`config.mk`:
```
export PLATFORM = sky130hd
export DESIGN_NAME = sdcmd_engine
export DESIGN_NICKNAME = d
export VERILOG_FILES = /design/src/rtl/sdcmd_pkg.sv /design/src/rtl/sdcmd_crc7.sv /design/src/rtl/sdcmd_status.sv /design/src/rtl/sdcmd_engine.sv
export SDC_FILE = /design/constraint.sdc
export NUM_CORES = 1
export LEC_CHECK = 0
export BUFFER_PORTS_ARGS = -buffer_cell sky130_fd_sc_hd__buf_2
export CAP_MARGIN = 20
export CORE_MARGIN = 2
export CORE_UTILIZATION = 55
export CTS_CLUSTER_SIZE = 10
export DETAILED_ROUTE_END_ITERATION = 7
export PLACE_DENSITY = 0.77
export SLEW_MARGIN = 15
export SYNTH_ARGS = -nofsm -noshare
export SYNTH_HDL_FRONTEND = slang
export SYNTH_SLANG_ARGS = --single-unit
```
`constraint.sdc`:
```
create_clock -name clk -period 4.4 [get_ports clk]
set_input_delay 0.88 -clock clk [delete_from_list [all_inputs] [get_ports clk]]
set_output_delay 0.88 -clock clk [all_outputs]
set_load 0.005 [all_outputs]
```
`src/rtl/sdcmd_pkg.sv`:
```
package sdcmd_pkg;

    typedef enum logic [2:0] {
        ST_IDLE,
        ST_SEND,
        ST_WAIT,
        ST_RECV,
        ST_BUSY,
        ST_HALT
    } sdcmd_state_t;

    localparam int NUM_STS   = 5;
    localparam int STS_DONE  = 0;
    localparam int STS_TOUT  = 1;
    localparam int STS_CRC   = 2;
    localparam int STS_ENDB  = 3;
    localparam int STS_INDEX = 4;

    localparam logic [1:0] RSP_NONE  = 2'd0;
    localparam logic [1:0] RSP_LONG  = 2'd1;
    localparam logic [1:0] RSP_SHORT = 2'd2;
    localparam logic [1:0] RSP_BUSY  = 2'd3;

    // CRC7 with polynomial x^7 + x^3 + 1 over a 40-bit head, MSB first
    function automatic logic [6:0] crc7_head(input logic [39:0] head);
        logic [6:0] r;
        logic       fb;
        r = '0;
        for (int i = 39; i >= 0; i--) begin
            fb = head[i] ^ r[6];
            r  = {r[5:0], 1'b0} ^ (fb ? 7'h09 : 7'h00);
        end
        return r;
    endfunction

endpackage

```
`src/rtl/sdcmd_crc7.sv`:
```
module sdcmd_crc7 (
    input  logic       clk,
    input  logic       rst_n,
    input  logic       clr,
    input  logic       en,
    input  logic       din,
    output logic [6:0] crc
);
    logic fb;
    assign fb = din ^ crc[6];

    always_ff @(posedge clk or negedge rst_n) begin
        if (!rst_n)   crc <= '0;
        else if (clr) crc <= '0;
        else if (en)  crc <= {crc[5:0], 1'b0} ^ (fb ? 7'h09 : 7'h00);
    end
endmodule

```
`src/rtl/sdcmd_status.sv`:
```
module sdcmd_status #(
    parameter int W = 5
) (
    input  logic         clk,
    input  logic         rst_n,
    input  logic [W-1:0] set,
    input  logic         wr,
    input  logic [W-1:0] wdata,
    input  logic         clr_err,
    input  logic [W-1:0] sts_en,
    input  logic [W-1:0] sig_en,
    output logic [W-1:0] status,
    output logic         irq
);
    for (genvar b = 0; b < W; b++) begin : g_bit
        localparam bit IS_ERR = (b != 0);
        always_ff @(posedge clk or negedge rst_n) begin
            if (!rst_n)                       status[b] <= 1'b0;
            else if (IS_ERR && clr_err)       status[b] <= 1'b0;
            else if (set[b] && sts_en[b])     status[b] <= 1'b1;
            else if (wr && wdata[b])          status[b] <= 1'b0;
        end
    end

    assign irq = |(status & sig_en);
endmodule

```
`src/rtl/sdcmd_engine.sv`:
```
module sdcmd_engine
    import sdcmd_pkg::*;
#(
    parameter int RSP_TIMEOUT  = 64,
    parameter int BUSY_TIMEOUT = 1024
) (
    input  logic         clk,
    input  logic         rst_n,
    input  logic         start,
    input  logic [5:0]   cmd_idx,
    input  logic [31:0]  cmd_arg,
    input  logic [1:0]   rsp_type,
    input  logic         idx_chk_en,
    input  logic         crc_chk_en,
    input  logic         cmd_path_rst,
    input  logic         cmd_in,
    output logic         cmd_out,
    output logic         cmd_oe,
    input  logic         dat0_in,
    input  logic         sts_wr,
    input  logic [4:0]   sts_wdata,
    input  logic [4:0]   sts_en,
    input  logic [4:0]   sig_en,
    output logic [4:0]   status,
    output logic         irq,
    output logic [127:0] resp,
    output logic         inhibit
);
    localparam int TMAX = (BUSY_TIMEOUT > RSP_TIMEOUT) ? BUSY_TIMEOUT : RSP_TIMEOUT;
    localparam int TW   = $clog2(TMAX) + 1;
    localparam logic [TW-1:0] RSP_LIM  = TW'(RSP_TIMEOUT - 1);
    localparam logic [TW-1:0] BUSY_LIM = TW'(BUSY_TIMEOUT - 1);

    sdcmd_state_t     state_q, state_d;
    logic [7:0]       cnt_q;
    logic [47:0]      tx_q;
    logic [126:0]     rx_q;
    logic [TW-1:0]    tmr_q;
    logic [1:0]       typ_q;
    logic [5:0]       idx_q;
    logic             ichk_q, cchk_q;
    logic [127:0]     resp_q;
    logic [NUM_STS-1:0] sts_set;
    logic             crc_clr, crc_en, last_bit;
    logic [6:0]       rx_crc;
    logic [7:0]       last_cnt;
    logic [39:0]      head;

    assign head     = {2'b01, cmd_idx, cmd_arg};
    assign last_cnt = (typ_q == RSP_LONG) ? 8'd135 : 8'd47;
    assign last_bit = (state_q == ST_RECV) && (cnt_q == last_cnt);

    sdcmd_crc7 u_crc (
        .clk(clk), .rst_n(rst_n), .clr(crc_clr), .en(crc_en),
        .din(cmd_in), .crc(rx_crc)
    );

    sdcmd_status #(.W(NUM_STS)) u_sts (
        .clk(clk), .rst_n(rst_n), .set(sts_set), .wr(sts_wr),
        .wdata(sts_wdata), .clr_err(cmd_path_rst), .sts_en(sts_en),
        .sig_en(sig_en), .status(status), .irq(irq)
    );

    // next state and status events
    always_comb begin
        state_d = state_q;
        sts_set = '0;
        crc_clr = 1'b0;
        crc_en  = 1'b0;
        unique case (state_q)
            ST_IDLE: if (start) state_d = ST_SEND;
            ST_SEND: begin
                if (cmd_in != tx_q[47]) begin
                    sts_set[STS_TOUT] = 1'b1;
                    sts_set[STS_CRC]  = 1'b1;
                    state_d = ST_HALT;
                end else if (cnt_q == 8'd47) begin
                    if (typ_q == RSP_NONE) begin
                        sts_set[STS_DONE] = 1'b1;
                        state_d = ST_IDLE;
                    end else begin
                        state_d = ST_WAIT;
                    end
                end
            end
            ST_WAIT: begin
                crc_clr = 1'b1;
                if (!cmd_in) state_d = ST_RECV;
                else if (tmr_q == RSP_LIM) begin
                    sts_set[STS_TOUT] = 1'b1;
                    state_d = ST_HALT;
                end
            end
            ST_RECV: begin
                crc_en = (typ_q == RSP_LONG) ? (cnt_q >= 8'd8 && cnt_q <= 8'd134)
                                             : (cnt_q <= 8'd46);
                if (last_bit) begin
                    sts_set[STS_ENDB]  = !cmd_in;
                    sts_set[STS_CRC]   = cchk_q && (rx_crc != 7'd0);
                    sts_set[STS_INDEX] = ichk_q && (typ_q != RSP_LONG) && (rx_q[44:39] != idx_q);
                    if (!cmd_in || (cchk_q && rx_crc != 7'd0) ||
                        (ichk_q && typ_q != RSP_LONG && rx_q[44:39] != idx_q))
                        state_d = ST_HALT;
                    else if (typ_q == RSP_BUSY)
                        state_d = ST_BUSY;
                    else begin
                        sts_set[STS_DONE] = 1'b1;
                        state_d = ST_IDLE;
                    end
                end
            end
            ST_BUSY: begin
                if (dat0_in) begin
                    sts_set[STS_DONE] = 1'b1;
                    state_d = ST_IDLE;
                end else if (tmr_q == BUSY_LIM) begin
                    sts_set[STS_TOUT] = 1'b1;
                    state_d = ST_HALT;
                end
            end
            ST_HALT: state_d = ST_HALT;
            default: state_d = ST_IDLE;
        endcase
        if (cmd_path_rst) begin
            state_d = ST_IDLE;
            sts_set = '0;
        end
    end

    // state register and datapath
    always_ff @(posedge clk or negedge rst_n) begin
        if (!rst_n) begin
            state_q <= ST_IDLE;
            cnt_q   <= '0;
            tx_q    <= '1;
            rx_q    <= '0;
            tmr_q   <= '0;
            typ_q   <= RSP_NONE;
            idx_q   <= '0;
            ichk_q  <= 1'b0;
            cchk_q  <= 1'b0;
            resp_q  <= '0;
        end else begin
            state_q <= state_d;
            tmr_q   <= (state_d != state_q) ? '0 : tmr_q + 1'b1;
            if (state_q == ST_IDLE && start) begin
                tx_q   <= {head, crc7_head(head), 1'b1};
                typ_q  <= rsp_type;
                idx_q  <= cmd_idx;
                ichk_q <= idx_chk_en;
                cchk_q <= crc_chk_en;
                cnt_q  <= '0;
            end else if (state_q == ST_SEND) begin
                tx_q  <= {tx_q[46:0], 1'b0};
                cnt_q <= cnt_q + 8'd1;
            end else if (state_q == ST_WAIT) begin
                cnt_q <= 8'd1;
                rx_q  <= {rx_q[125:0], cmd_in};
            end else if (state_q == ST_RECV) begin
                cnt_q <= cnt_q + 8'd1;
                rx_q  <= {rx_q[125:0], cmd_in};
            end
            if (last_bit)
                resp_q <= (typ_q == RSP_LONG) ? {8'd0, rx_q[126:7]}
                                              : {96'd0, rx_q[38:7]};
        end
    end

    // outputs
    always_comb begin
        cmd_oe  = (state_q == ST_SEND);
        cmd_out = cmd_oe ? tx_q[47] : 1'b1;
        inhibit = (state_q != ST_IDLE);
        resp    = resp_q;
    end
endmodule

```
==> impl_metrics.ini <==
[status]
outcome = completed

[placement]
dp_cells = 2040
gp_congestion = 0.883
hpwl_mm = 20.5
placement.io_buffers = 192
place_ws_ns = 0.926

[setup_path]
worst_r2r_path_depth = 7
rr_startpoint = state_q[2]
cp_max_fo = 13
endpoint = cmd_out
cp-startpoint = state_q[2]
cp_data_arrival_time_ns = 2.70
path_buf_inv = 2
start_kind = flip-flop
regToRegSetupSlack_ns = 0.86
path_cells = nor2b_1 > nand2_1 > clkinv_1 > nand2b_1 > buf_2
cp.required_ns = 3.52
cp_top_family = simple AND/OR/NAND/NOR gates
r2r-end = tmr_q[9]
critPathSlowestCell = dfrtp_1
worstSetupPathType = reg2out
cpPeakStageDelay_ns = 0.65
path_depth = 5
end_kind = primary output

[synth]
yosys_register_bits = 339
yosysTopAreaCell = dfrtp_1
synth_flop_cell = dfrtp_1
synth-edff-count = 0
synth.avg_cell_area_um2 = 9.16
yosysUniqueCellTypes = 56
ys_warn_count = 0
synth_area_leaders = dfrtp_1, nand2_1, dfstp_2, nand3_1, xnor2_1
synthArstFlopShare = 1.00
syn_inst = 1592
synth-seq-area-share = 0.586
netlist_area_mm2 = 0.0146
yosysTopAreaCellShare = 0.499

[clock_tree]
cts_buffers = 40
cts-root-buf = clkbuf_16
cts_tree = yes
cts_buffer_depth = 3
ctsResizeCount = 0
worstSkewPairLatency_ns = 0.51
cts.sinks = 339
cts-hold-fix-buffers = 0
clk_pin_slew_ns = 0.06
h-tree-depth = 2
postCtsSetupRepairBufs = 0

[timing]
drv_slew = 0
fin_crit_sh = 0.814
slew_headroom = 0.268
fin_tns_setup_ns = 0
rsz0062_at_grt = false
clock_skew_ns = 0.00953
finalCriticalPeriod_ns = 3.58
fmax_mhz = 279
report.final.hold_viol_count = 0
setup_violations = 0
layout_setup_ws_ns = 0.820
worst_slew_pin_slew_ns = 1.10

[final_layout]
layout.cells.non_filler = 2102
syn2layout_area_growth_pct = 15.9
fillers = 2158
drive_gt1_frac = 0.177
final_cell_mix = nand2_1, dfrtp_1, buf_2, nand3_1, dfstp_2
final_common_cell = nand2_1
nets = 1815
multi_input_area_mm2 = 0.00567
final_util = 0.648
seqCellArea_mm2 = 0.00854

[floorplan]
initial_core_util = 0.559
dieArea_mm2 = 0.0278
row_count = 59
die_w_um = 167
die_h_um = 167
core_area_mm2 = 0.0261
ios = 201

[detailed_routing]
drtIter0Drc = 932
dr.pass1.iters = 5
drt_drc_violations_left = 0
vias_per_cell = 5.35
via_count = 11200
ant_nets = 0
wl_per_cell_um = 15.4
drt-total-wl_mm = 32.3

[job]
drv_cap = 0

[grt]
grt_pass1_vias = 11000
globalRouteOverflowTotal = 0
grt.busiest_layer = met2
track_usage = 0.237
use_met1 = 0.335
antenna_found_initial = 3
grt_use_met3 = 0.0447
grt_max_degree = 131
grt.met2_usage = 0.379
grt_pass1_wl_mm = 55.2

[power_and_ir_drop]
power.leakage_nw = 9.39
vdd_drop_max_mv = 0.342
p_per_area_mw_per_mm2 = 449
p_total_mw = 7.58

[worst_hold_path]
min_path_type = in2async
layout make-up:
class                      instances  area share
antenna                            1    0.000148
clock buffer                      56      0.0641
clock inverter                     4     0.00311
inverter                           9     0.00200
multi-input combinational       1154       0.335
sequential                       339       0.506
tap                              335      0.0248
timing repair buffer             204      0.0649
metrics by stage:
stage | area [um2] | hold WS, ns
detailed placement | 15800 | 0.449
CTS | 16900 | 0.317
global placement | 15800 | 0.445
floorplan | 14600 | 0.439
global route | 16900 | 0.340
finish | 16900 | 0.311
cell families (layout without fill, tap and decap cells):
| logic type | after synthesis | after routing | synth area share |
|---|---|---|---|
| compound gates | 98 | 98 | 0.0472 |
| xor+xnor | 83 | 83 | 0.0656 |
| fa+ha+maj | 3 | 3 | 0.00257 |
| buf+inv | 106 | 273 | 0.0299 |
| flops | 339 | 339 | 0.586 |
| mux | 8 | 8 | 0.00549 |
| other cells | 1 | 9 | 0.000257 |
| simple gates | 954 | 954 | 0.263 |
power breakdown:
group	switching (mW)	internal, mW
combinational	0.615	0.504
sequential	0.124	3.40
clock	1.19	1.75
total	1.93	5.65
how the worst min path moves through the flow:
stage              from         endpoint  slack, ns  cells after the start
5_1_grt           rst_n         resp[64]       0.34                      1
3_3_place_gp   resp[53]         resp[53]       0.44                      2
3_5_place_dp    tx_q[8]          tx_q[8]       0.45                      2
6_report          rst_n         resp[64]       0.31                      1
4_1_cts           rst_n  u_sts.status[2]       0.32                      1
2_1_floorplan   rx_q[0]          rx_q[1]       0.44                      2
flip-flops by register name, summed over array words and instances (netlist names):
signal / flops
idx_q: 6
typ_q: 2
state_q: 3
u_crc.crc: 7
cchk_q: 1
resp: 120
ichk_q: 1
tx_q: 48
rx_q: 127
u_sts.status: 5
tmr_q: 11
cnt_q: 8
synth_stat cells (7+ instances only):
cell	number
o21ai_0	17
nand2_1	784
nand3_1	95
clkbuf_1	79
a22oi_1	32
nor2_1	25
buf_1	9
buf_4	8
nor3_1	11
nor4_1	15
mux2i_1	8
dfrtp_1	291
a22o_1	8
a21oi_1	12
inv_1	7
xnor3_1	8
xor2_1	21
dfstp_2	48
xnor2_1	46
per-layer routing:
layer | vias up | part of all wire
li1 | 5414 | -
met1 | 5457 | 0.45
met2 | 298 | 0.48
met3 | 63 | 0.052
met4 | 4 | 0.021
met5 | - | 0.00080
Note: power is estimated with default switching activity, not from simulation.
